===== src/rtl/tam_pkg.sv =====
package tam_pkg;
  localparam int unsigned REQ_BYTES   = 12;
  localparam int unsigned RSP_BYTES   = 12;
  localparam int unsigned RSP_HDR_DW  = (RSP_BYTES + 3) / 4;
  localparam int unsigned ENTRY_COUNT = 6;

  localparam logic [7:0]  OBJ_TYPE_TABLE = 8'h02;
  localparam logic [7:0]  RSP_CODE_READ  = 8'h00;
  localparam logic [7:0]  TABLE_ID_ATTR  = 8'h00;
  localparam logic [15:0] HANDLE_END     = 16'hFFFF;

  typedef enum logic [7:0] {
    KIND_AFFINITY = 8'h00,
    KIND_LATBW    = 8'h01,
    KIND_MEMTYPE  = 8'h02
  } kind_e;

  typedef enum logic {ST_IDLE, ST_BUILD} state_e;

  // payload size of each table entry in bytes
  function automatic logic [15:0] entry_bytes(input logic [15:0] h);
    if (h == 16'd0)      return 16'd20;
    else if (h == 16'd5) return 16'd16;
    else                 return 16'd14;
  endfunction

  function automatic logic [15:0] dw_round(input logic [15:0] nbytes);
    return (nbytes + 16'd3) >> 2;
  endfunction

  function automatic logic [15:0] next_handle(input logic [15:0] h);
    return (h == 16'(ENTRY_COUNT - 1)) ? HANDLE_END : h + 16'd1;
  endfunction
endpackage


===== src/rtl/tam_entry_rom.sv =====
module tam_entry_rom #(
  parameter logic [63:0] MEM_BYTES = 64'h1000_0000,
  parameter logic [7:0]  REGION_ID = 8'h00
) (
  input  logic [2:0]  idx,
  input  logic [2:0]  word,
  output logic [31:0] data
);
  import tam_pkg::*;

  localparam logic [31:0] LAT_UNIT = 32'd10000;
  localparam logic [31:0] BW_UNIT  = 32'd1000;

  logic [7:0]  dtype;
  logic [15:0] perf;
  logic [31:0] unit;

  always_comb begin
    dtype = 8'(idx) - 8'd1;
    unit  = (idx < 3'd3) ? LAT_UNIT : BW_UNIT;
    case (idx)
      3'd1:    perf = 16'd15;
      3'd2:    perf = 16'd25;
      default: perf = 16'd16;
    endcase
    data = '0;
    case (idx)
      3'd0: begin
        case (word)
          3'd0:    data = {entry_bytes(16'd0), 8'h00, KIND_AFFINITY};
          3'd1:    data = {16'h0, 8'h04, REGION_ID};
          3'd2:    data = MEM_BYTES[31:0];
          3'd3:    data = MEM_BYTES[63:32];
          default: data = '0;
        endcase
      end
      3'd5: begin
        case (word)
          3'd0:    data = {entry_bytes(16'd5), 8'h00, KIND_MEMTYPE};
          3'd1:    data = {16'h0, 8'h02, REGION_ID};
          3'd2:    data = MEM_BYTES[31:0];
          3'd3:    data = MEM_BYTES[63:32];
          default: data = '0;
        endcase
      end
      default: begin
        case (word)
          3'd0:    data = {entry_bytes(16'd1), 8'h00, KIND_LATBW};
          3'd1:    data = {16'h0, dtype, REGION_ID};
          3'd2:    data = unit;
          3'd3:    data = {16'h0, perf};
          default: data = '0;
        endcase
      end
    endcase
  end
endmodule


===== src/rtl/tam_req_check.sv =====
module tam_req_check #(
  parameter int CNT_W = 5
) (
  input  logic             go,
  input  logic             busy,
  input  logic [31:0]      req_len_dw,
  input  logic [15:0]      req_handle,
  input  logic [CNT_W-1:0] room,
  output logic             accept,
  output logic             drop,
  output logic [CNT_W-1:0] rsp_len
);
  import tam_pkg::*;

  localparam logic [31:0] MIN_DW = 32'((REQ_BYTES + 3) / 4);

  logic len_ok, handle_ok, fits, ok;

  always_comb begin
    rsp_len   = CNT_W'(dw_round(16'(RSP_BYTES) + entry_bytes(req_handle)));
    len_ok    = req_len_dw >= MIN_DW;
    handle_ok = req_handle < 16'(ENTRY_COUNT);
    fits      = rsp_len <= room;
    ok        = len_ok && handle_ok && fits;
    accept    = go && !busy && ok;
    drop      = go && !busy && !ok;
  end
endmodule


===== src/rtl/tam_rd_fifo.sv =====
module tam_rd_fifo #(
  parameter int DEPTH = 16,
  localparam int PTR_W = $clog2(DEPTH),
  localparam int CNT_W = PTR_W + 1
) (
  input  logic             clk,
  input  logic             rst_n,
  input  logic             push,
  input  logic [31:0]      push_data,
  input  logic             pop_req,
  input  logic             commit,
  input  logic [CNT_W-1:0] commit_len,
  output logic [31:0]      head,
  output logic [CNT_W-1:0] vis_len,
  output logic [CNT_W-1:0] room
);
  logic [31:0]      mem [DEPTH];
  logic [CNT_W-1:0] wptr, rptr, occ;
  logic             pop_fire;

  assign occ      = wptr - rptr;
  assign room     = CNT_W'(DEPTH) - occ;
  assign pop_fire = pop_req && (vis_len != '0);
  assign head     = mem[rptr[PTR_W-1:0]];

  always_ff @(posedge clk) begin
    if (push) mem[wptr[PTR_W-1:0]] <= push_data;
  end

  always_ff @(posedge clk) begin
    if (!rst_n) begin
      wptr    <= '0;
      rptr    <= '0;
      vis_len <= '0;
    end else begin
      if (push)     wptr <= wptr + 1'b1;
      if (pop_fire) rptr <= rptr + 1'b1;
      vis_len <= vis_len + (commit ? commit_len : '0) - (pop_fire ? CNT_W'(1) : '0);
    end
  end


  vis_len_add_chk: assert property (@(posedge clk) disable iff (!rst_n)
    commit && !pop_fire |=> vis_len == $past(vis_len) + $past(commit_len));

  vis_len_pop_chk: assert property (@(posedge clk) disable iff (!rst_n)
    pop_fire && !commit |=> vis_len == $past(vis_len) - 1'b1);

  no_overflow_chk: assert property (@(posedge clk) disable iff (!rst_n)
    occ <= CNT_W'(DEPTH));

  vis_within_occ_chk: assert property (@(posedge clk) disable iff (!rst_n)
    vis_len <= occ);
endmodule


===== src/rtl/tam_responder.sv =====
module tam_responder #(
  parameter logic [15:0] VENDOR_ID = 16'h0C5A,
  parameter int          RD_DEPTH  = 16,
  parameter logic [63:0] MEM_BYTES = 64'h1000_0000
) (
  input  logic                       clk,
  input  logic                       rst_n,
  input  logic                       wr_en,
  input  logic [31:0]                wr_data,
  input  logic                       go,
  input  logic                       rd_en,
  output logic [31:0]                rd_data,
  output logic                       rd_valid,
  output logic [$clog2(RD_DEPTH):0]  rd_len,
  output logic                       busy
);
  import tam_pkg::*;

  localparam int CNT_W = $clog2(RD_DEPTH) + 1;

  // write mailbox: only length and handle are kept
  logic [1:0]  wr_ptr;
  logic [31:0] req_len_q;
  logic [15:0] req_handle_q;

  always_ff @(posedge clk) begin
    if (!rst_n) begin
      wr_ptr       <= '0;
      req_len_q    <= '0;
      req_handle_q <= '0;
    end else if (go) begin
      wr_ptr <= '0;
    end else if (wr_en && wr_ptr != 2'd3) begin
      if (wr_ptr == 2'd1) req_len_q    <= wr_data;
      if (wr_ptr == 2'd2) req_handle_q <= wr_data[31:16];
      wr_ptr <= wr_ptr + 2'd1;
    end
  end

  // request validation
  logic             accept, drop;
  logic [CNT_W-1:0] rsp_len, room;
  state_e           state;

  tam_req_check #(.CNT_W(CNT_W)) u_check (
    .go(go), .busy(busy), .req_len_dw(req_len_q), .req_handle(req_handle_q),
    .room(room), .accept(accept), .drop(drop), .rsp_len(rsp_len)
  );

  // response builder
  logic [15:0]      handle_q;
  logic [CNT_W-1:0] len_q, word_q;
  logic             push, finish;
  logic [31:0]      push_data, rom_data;

  assign busy   = (state == ST_BUILD);
  assign push   = busy;
  assign finish = push && (word_q == len_q - 1'b1);

  always_ff @(posedge clk) begin
    if (!rst_n) begin
      state    <= ST_IDLE;
      handle_q <= '0;
      len_q    <= '0;
      word_q   <= '0;
    end else if (state == ST_IDLE) begin
      if (accept) begin
        state    <= ST_BUILD;
        handle_q <= req_handle_q;
        len_q    <= rsp_len;
        word_q   <= '0;
      end
    end else begin
      word_q <= word_q + 1'b1;
      if (finish) state <= ST_IDLE;
    end
  end

  tam_entry_rom #(.MEM_BYTES(MEM_BYTES)) u_rom (
    .idx(handle_q[2:0]), .word(3'(word_q - CNT_W'(RSP_HDR_DW))), .data(rom_data)
  );

  always_comb begin
    case (word_q)
      CNT_W'(0): push_data = {8'h00, OBJ_TYPE_TABLE, VENDOR_ID};
      CNT_W'(1): push_data = 32'(len_q);
      CNT_W'(2): push_data = {next_handle(handle_q), TABLE_ID_ATTR, RSP_CODE_READ};
      default:   push_data = rom_data;
    endcase
  end

  tam_rd_fifo #(.DEPTH(RD_DEPTH)) u_fifo (
    .clk(clk), .rst_n(rst_n), .push(push), .push_data(push_data),
    .pop_req(rd_en), .commit(finish), .commit_len(len_q),
    .head(rd_data), .vis_len(rd_len), .room(room)
  );

  assign rd_valid = (rd_len != '0);


  drop_stays_idle_chk: assert property (@(posedge clk) disable iff (!rst_n)
    drop |=> !busy);

  busy_go_hold_chk: assert property (@(posedge clk) disable iff (!rst_n)
    go && busy |=> $stable(handle_q) && $stable(len_q));

  len_in_range_chk: assert property (@(posedge clk) disable iff (!rst_n)
    busy |-> (len_q >= CNT_W'(7)) && (len_q <= CNT_W'(8)));
endmodule


===== config.mk =====
export PLATFORM = sky130hd
export DESIGN_NAME = tam_responder
export DESIGN_NICKNAME = d
export VERILOG_FILES = /design/src/rtl/tam_pkg.sv /design/src/rtl/tam_entry_rom.sv /design/src/rtl/tam_req_check.sv /design/src/rtl/tam_rd_fifo.sv /design/src/rtl/tam_responder.sv
export SDC_FILE = /design/constraint.sdc
export NUM_CORES = 1
export LEC_CHECK = 0
export ABC_AREA = 1
export BUFFER_PORTS_ARGS = -buffer_cell sky130_fd_sc_hd__buf_4
export CELL_PAD_IN_SITES_DETAIL_PLACEMENT = 1
export CELL_PAD_IN_SITES_GLOBAL_PLACEMENT = 1
export CORE_AREA = 3 3 306 278
export DETAILED_ROUTE_END_ITERATION = 12
export DIE_AREA = 0 0 309 281
export PLACE_DENSITY = 0.59
export SLEW_MARGIN = 20
export SYNTH_ARGS = -nofsm -noshare
export SYNTH_HDL_FRONTEND = slang
export SYNTH_SLANG_ARGS = --single-unit

===== constraint.sdc =====
create_clock -name clk -period 2.9 [get_ports clk]
set_input_delay 0.145 -clock clk [delete_from_list [all_inputs] [get_ports clk]]
set_output_delay 0.145 -clock clk [all_outputs]
set_load 0.05 [all_outputs]

==> flow_summary.yaml, run 1 <==
timing:
  final_hold_vios: 0
  final_max_slew_viol_count: 0
  worst_slew_margin_rel_pct: 52.1
  timing.clock.skew_ns: 0.0364
  timing.final.crit_period_ns: 2.77
  holdWs_ns: 0.0666
  worst_slack_ns: 0.126
  finalSetupViolations: 0
  worst-slew-pin-transition_ns: 0.719
  unrepaired_setup_endpoints_after_global_routing: "true"
  layout_worst_path_cycle_share_pct: 95.7
  fmax_mhz: 360
global_routing:
  grtUsageTotal_pct: 15.1
  grt_pass1_vias: 16514
  globalRouteOverflowTotal: 0
  grt_antenna_before_repair: 0
  grt_first_pass_wirelength_mm: 100
  maximum_number_of_pins_on_one_net_before_global_route_repair: 117
yosys:
  synth_seq_cells: 559
  syn-num-nets: 2079
  synth_top_flop_cell: "sky130_fd_sc_hd__edfxtp_1"
  synthArstFlopShare_pct: 0
  yosys_warnings: 0
  synthesis.area_per_instance_um2: 11.9
  synth_edf_count: 464
  synth_seq_area_share_pct: 66.7
  syn_inst: 2001
  synthTopCellsByArea: "sky130_fd_sc_hd__edfxtp_1 59%, sky130_fd_sc_hd__dfxtp_1 8.0%, sky130_fd_sc_hd__mux2i_1 4.9%"
  synth_cell_types: 40
  netlist_area_um2: 23800
  post-synth-top-area-fraction_pct: 58.7
  yosys.area.top_type: "sky130_fd_sc_hd__edfxtp_1"
power:
  power.static_leakage_nw: 10.2
  ir_drop_v: 0.000594
  power.density_cell_area_nw_per_um2: 826
route:
  totalWireLength_mm: 66.5
  routed-via-count: 15660
  detail-route-antenna-nets: 0
  post_drt_via_cell_ratio: 4.80
  wire_per_inst_um: 20.4
  drcViolationCount: 0
  detailedRoute.firstIterationViolations: 940
  first_pass_iters: 5
cts:
  cts.sink_count: 559
  cts-root-to-sink-buffers: 3
  clock_tree_from_tritoncts: "built"
  cts_made_buffers: 61
  cts.htree.levels: 2
  clkLatencyLatePin_ns: 0.64
  clk_root_buffer_cell: "sky130_fd_sc_hd__clkbuf_16"
  clock_transition_time_at_the_flip_flop_clock_pins_of_the_worst_setup_and_hold_paths_ns: 0.06
layout:
  synthToLayoutAreaGrowth_pct: 20.3
  final-seq-area_um2: 15900
  post_layout_instance_area_um2: 28600
  finish.net_count: 2216
  diodes: 0
  finish.utilization_pct: 34.7
  final_layout_size_suffix_gt1_share_pct: 13.9
  fillCellCount: 8924
  multiInputGateArea_um2: 6620
placement:
  dp_hpwl_mm: 38.1
  placement.cell_area_um2: 26100
  routabilityCongestion: 0.816
  buffer_ports.inserted: 75
  place_worst_setup_slack_ns: -0.0486
setup_path:
  worst_ep_arrival_time_ns: 3.32
  crit_required_ns: 3.45
  crit_type: "reg2reg"
  critical_path_peak_fanout: 11
  worstSetupEndpointType: "register"
  startpoint_type: "register"
floorplanning:
  dieArea_um2: 86800
  coreArea_um2: 82300
  io-pin-count: 76
  initial_core_util_pct: 28.9
  number_of_rows_in_the_core_area: 100
  die_y_extent_um: 281
  die_width_um: 309
outcome:
  result_of_the_run: "complete, no violations"
worst_hold_path:
  hold_path.class: "in2reg"
job:
  drv_cap: 0
==> registers in the layout, indices dropped and copies added, names as in the netlist, named ones only <==
register and flops:
len_q 4, u_fifo.mem 464, busy 1, req_handle_q 16
u_fifo.vis_len 5, req_len_q 32, u_fifo.rptr 5, word_q 5
handle_q 16, u_fifo.wptr 5, wr_ptr 2
==> routing by layer <==
| metal | share of wire, % | up-vias | GRT usage, % |
|---|---|---|---|
| met3 | 3.4 | 89 | 2.17 |
| met2 | 48 | 235 | 25.8 |
| met5 | 0 | - | 0 |
| met4 | 2.2 | 0 | 3.85 |
| li1 | - | 7390 | - |
| met1 | 46 | 7946 | 20.2 |
==> through the flow <==
stage	TNS (ns)	power, mW	std cells
final	0	23.6	3262
after global routing	-0.428	24.9	3262
after CTS	0	23.7	3258
after detailed placement	-0.0640	16.0	3107
after global placement	0	15.8	3107
after floorplan	-0.0246	13.9	2001
==> worst paths after layout <==
kind	start	to	slack, ns	cells after the start
setup / recovery	u_fifo.wptr[1]	word_q[2]	0.13	15
hold / removal	rd_en	u_fifo.rptr[0]	0.07	4
setup reg to reg	u_fifo.wptr[1]	word_q[2]	0.13	15
hold reg to reg	req_len_q[12]	req_len_q[12]	0.46	2
==> cell families (layout without fill, tap and decap cells) <==
group                      Yosys count  count (layout)  share of synthesized area (%)
other                                1               1                         0.0158
muxes                              116             116                           4.89
AOI/OAI and AO/OA                  528             528                           12.5
xor gates and xnor gates            13              13                          0.479
buffers and inverters              364             554                           6.56
and+or+nand+nor                    379             379                           6.69
adders and majority gates           41              41                           2.22
DFF                                559             559                           66.7
==> final cells by class <==
class | instances | area share [%]
clock buffer | 74 | 5.51
clock inverter | 42 | 1.37
sequential | 559 | 55.5
multi-input combinational | 1078 | 23.2
timing repair buffer | 183 | 6.37
tap | 1071 | 4.69
inverter | 255 | 3.37
==> synth_stat cells (4+ instances only) <==
cell	number
sky130_fd_sc_hd__inv_1	251
sky130_fd_sc_hd__nand4_1	11
sky130_fd_sc_hd__buf_6	12
sky130_fd_sc_hd__nor3_1	11
sky130_fd_sc_hd__nand2_1	149
sky130_fd_sc_hd__ha_1	39
sky130_fd_sc_hd__clkbuf_1	54
sky130_fd_sc_hd__xor2_1	9
sky130_fd_sc_hd__buf_1	15
sky130_fd_sc_hd__buf_4	9
sky130_fd_sc_hd__xnor2_1	4
sky130_fd_sc_hd__mux2i_1	116
sky130_fd_sc_hd__o211ai_1	118
sky130_fd_sc_hd__dfxtp_1	95
sky130_fd_sc_hd__edfxtp_1	464
sky130_fd_sc_hd__a21oi_1	172
sky130_fd_sc_hd__nor2_1	122
sky130_fd_sc_hd__buf_2	14
sky130_fd_sc_hd__nand3_1	77
sky130_fd_sc_hd__a31oi_1	4
sky130_fd_sc_hd__o21ai_1	21
sky130_fd_sc_hd__o21ai_0	203
==> critical path, stage by stage, from the launching register on <==
cell and delay [ns]:
sky130_fd_sc_hd__dfxtp_2 0.35, sky130_fd_sc_hd__inv_1 0.06, sky130_fd_sc_hd__ha_1 0.28, sky130_fd_sc_hd__ha_2 0.21, sky130_fd_sc_hd__fa_2 0.53, sky130_fd_sc_hd__inv_1 0.05
sky130_fd_sc_hd__ha_1 0.29, sky130_fd_sc_hd__nand2_1 0.07, sky130_fd_sc_hd__nor2_2 0.11, sky130_fd_sc_hd__nand2_1 0.06, sky130_fd_sc_hd__nand3_1 0.08, sky130_fd_sc_hd__nand2_2 0.08
sky130_fd_sc_hd__nand3_4 0.11, sky130_fd_sc_hd__buf_12 0.14, sky130_fd_sc_hd__nand3_1 0.07, sky130_fd_sc_hd__a21oi_1 0.18
==> power breakdown <==
group	leakage (nW)	switching, mW	internal [mW]
combinational	4.55	4.46	2.18
clock	0.939	3.27	4.34
sequential	4.76	0.216	9.13
==> timing repair <==
action | in CTS | in global routing
buffers inserted | 0 | 3
setup endpoints to repair | 3 | 102
endpoints found under the hold margin | 60 | 0
gates cloned | 0 | 1
resized for setup | 2 | 27
hold buffers | 35 | 0
pin swaps | 0 | 9
==> layout by cell type (no fill, tap or decap), types with 8 or more instances in the layout <==
cell	instances
sky130_fd_sc_hd__a21oi_1	168
sky130_fd_sc_hd__buf_12	25
sky130_fd_sc_hd__buf_4	119
sky130_fd_sc_hd__clkbuf_1	13
sky130_fd_sc_hd__clkbuf_16	62
sky130_fd_sc_hd__clkinv_1	16
sky130_fd_sc_hd__clkinv_2	11
sky130_fd_sc_hd__clkinvlp_4	8
sky130_fd_sc_hd__dfxtp_1	81
sky130_fd_sc_hd__dfxtp_2	9
sky130_fd_sc_hd__dlygate4sd3_1	35
sky130_fd_sc_hd__edfxtp_1	464
sky130_fd_sc_hd__ha_1	32
sky130_fd_sc_hd__inv_1	242
sky130_fd_sc_hd__inv_2	10
sky130_fd_sc_hd__mux2i_1	116
sky130_fd_sc_hd__nand2_1	145
sky130_fd_sc_hd__nand3_1	75
sky130_fd_sc_hd__nand4_1	11
sky130_fd_sc_hd__nor2_1	104
sky130_fd_sc_hd__nor2_4	16
sky130_fd_sc_hd__nor3_1	11
sky130_fd_sc_hd__o211ai_1	118
sky130_fd_sc_hd__o21ai_0	203
sky130_fd_sc_hd__o21ai_1	21
sky130_fd_sc_hd__xor2_1	9
(Power assumes the default switching activity.)
==> run 2: changes to the inputs <==
--- a/config.mk
+++ b/config.mk
@@ -11,6 +11,6 @@
 export CELL_PAD_IN_SITES_GLOBAL_PLACEMENT = 1
-export CORE_AREA = 3 3 306 278
+export CORE_AREA = 3 3 244 222
 export DETAILED_ROUTE_END_ITERATION = 12
-export DIE_AREA = 0 0 309 281
-export PLACE_DENSITY = 0.59
+export DIE_AREA = 0 0 247 225
+export PLACE_DENSITY = 0.82
 export SLEW_MARGIN = 20
--- a/constraint.sdc
+++ b/constraint.sdc
@@ -3,2 +3,2 @@
 set_output_delay 0.145 -clock clk [all_outputs]
-set_load 0.05 [all_outputs]
+set_load 0.005 [all_outputs]
==> run 2 against run 1 <==
Non-clock buffer count up 8. Core utilization is 19 points higher. Worst setup slack got worse by 0.063 ns. Die area shrank 36%. Clock power is 2% lower. First-iteration DRC count is 38% higher. Register-to-register slack worse by 0.06 ns. Sequential cell count unchanged. Largest power group unchanged.
==> flow_summary.yaml, run 2 (synthesis results as in run 1) <==
outcome:
  result_of_the_run: "complete, no violations"
cts:
  clkLatencyLatePin_ns: 0.63
  clk_root_buffer_cell: "sky130_fd_sc_hd__clkbuf_16"
  clock_tree_from_tritoncts: "built"
  cts.htree.levels: 2
  cts.sink_count: 559
  cts_made_buffers: 55
  clock_transition_time_at_the_flip_flop_clock_pins_of_the_worst_setup_and_hold_paths_ns: 0.06
  cts-root-to-sink-buffers: 3
floorplanning:
  dieArea_um2: 55600
  die_y_extent_um: 225
  die_width_um: 247
  number_of_rows_in_the_core_area: 79
  initial_core_util_pct: 46.0
  io-pin-count: 76
  coreArea_um2: 51700
placement:
  routabilityCongestion: 0.899
  dp_hpwl_mm: 38.6
  buffer_ports.inserted: 75
layout:
  most-common-layout-cells: "464 x sky130_fd_sc_hd__edfxtp_1, 245 x sky130_fd_sc_hd__inv_1, 203 x sky130_fd_sc_hd__o21ai_0"
  synthToLayoutAreaGrowth_pct: 17.6
  finish.utilization_pct: 54.0
  finish.net_count: 2218
  final_layout_size_suffix_gt1_share_pct: 14.0
  largest_register_ff_count: 464
  commonest_non_fill_non_tap_cell_in_the_layout: "sky130_fd_sc_hd__edfxtp_1"
  diodes: 0
route:
  post_drt_via_cell_ratio: 5.72
  routed-via-count: 16424
  totalWireLength_mm: 68.1
  first_pass_iters: 7
  detail-route-antenna-nets: 0
  detailedRoute.firstIterationViolations: 1300
  drcViolationCount: 0
  wire_per_inst_um: 23.7
job:
  drv_cap: 0
timing:
  unrepaired_setup_endpoints_after_global_routing: "true"
  worst-slew-pin-transition_ns: 1.13
  layout_worst_path_cycle_share_pct: 97.8
  timing.clock.skew_ns: 0.0288
  worst_slew_margin_rel_pct: 24.5
  timing.final.crit_period_ns: 2.84
  fmax_mhz: 353
  finalSetupViolations: 0
  final_hold_vios: 0
  final_max_slew_viol_count: 0
setup_path:
  critical_path_peak_fanout: 2
  worst_ep_arrival_time_ns: 3.34
  worstSetupEndpointType: "register"
  crit_type: "reg2reg"
  startpoint_type: "register"
  crit_required_ns: 3.40
worst_hold_path:
  hold_path.class: "in2reg"
power:
  power.static_leakage_nw: 10.2
  power.density_cell_area_nw_per_um2: 807
  total_power_mw: 22.5
  ir_drop_v: 0.000652
global_routing:
  grtUsageTotal_pct: 24.3
  globalRouteOverflowTotal: 0
  maximum_number_of_pins_on_one_net_before_global_route_repair: 117
  grt_antenna_before_repair: 1
  grt_pass1_vias: 17556
  grt_first_pass_wirelength_mm: 103
-- run 2: layout make-up --
type / instances / area, um2
Clock buffer: 65 / 1500
Clock inverter: 35 / 388
Fill cell: 5260 / 23800
Inverter: 255 / 958
Multi-Input combinational cell: 1078 / 6670
Sequential cell: 559 / 15900
Tap cell: 688 / 861
Timing Repair Buffer: 191 / 1720
-- run 2: metrics by stage --
stage	setup slack [ns]	TNS [ns]	hold WS (ns)	cell area [um2]	cells
after detailed placement	-0.280	-0.620	0.411	25400	2728
after CTS	0.0174	0	0.308	27700	2865
after global routing	-0.135	-0.221	0.356	27900	2871
after global placement	-0.0232	-0.0232	0.407	25400	2728
after floorplan	0.108	0	0.312	23800	2001
final	0.0632	0	0.346	27900	2871
-- run 2: where the power goes --
| part | total (mW) | leakage (nW) | switching, mW | internal, mW |
|---|---|---|---|---|
| logic | 5.75 | 4.56 | 3.57 | 2.19 |
| clock network | 7.46 | 0.928 | 3.15 | 4.32 |
| registers | 9.32 | 4.75 | 0.198 | 9.12 |
-- run 2: repair_timing --
| item | CTS | global route |
|---|---|---|
| setup buffers | 1 | 3 |
| resized for setup | 19 | 29 |
| gates cloned | 0 | 2 |
| hold buffers | 36 | 0 |
| endpoints found under the setup margin | 9 | 44 |
| pin swaps | 4 | 13 |
| endpoints found under the hold margin | 82 | 0 |
-- run 2: routing by layer --
layer	vias to the layer above	wire length [um]	GRT usage (%)
met5	-	11	0
met2	606	34800	43.3
met4	2	2290	8.18
met1	8265	26500	30.1
met3	162	4530	3.99
li1	7389	-	-
-- run 2: final timing paths --
check | startpoint | end | slack, ns | depth (start not counted)
setup / recovery | len_q[1] | u_fifo.vis_len[4] | 0.06 | 21
setup reg to reg | len_q[1] | u_fifo.vis_len[4] | 0.06 | 21
hold / removal | wr_data[1] | req_len_q[1] | 0.35 | 4
hold reg to reg | req_handle_q[5] | req_handle_q[5] | 0.46 | 2
-- run 2: worst max-delay path: stages (launching register included) --
cell	delay (ns)
sky130_fd_sc_hd__dfxtp_2	0.34
sky130_fd_sc_hd__inv_2	0.05
sky130_fd_sc_hd__ha_4	0.27
sky130_fd_sc_hd__nor2_2	0.04
sky130_fd_sc_hd__a21oi_2	0.10
sky130_fd_sc_hd__nand3_1	0.10
sky130_fd_sc_hd__nor2_2	0.14
sky130_fd_sc_hd__nand2_2	0.09
sky130_fd_sc_hd__nor2_4	0.13
sky130_fd_sc_hd__buf_6	0.11
sky130_fd_sc_hd__inv_2	0.03
sky130_fd_sc_hd__ha_4	0.21
sky130_fd_sc_hd__fa_2	0.33
sky130_fd_sc_hd__inv_2	0.07
sky130_fd_sc_hd__nand2_2	0.07
sky130_fd_sc_hd__a21oi_2	0.15
sky130_fd_sc_hd__nor2_1	0.06
sky130_fd_sc_hd__nand2_1	0.06
sky130_fd_sc_hd__nand2_1	0.07
sky130_fd_sc_hd__o21bai_1	0.16
sky130_fd_sc_hd__nand2_1	0.10
sky130_fd_sc_hd__nor2_1	0.06
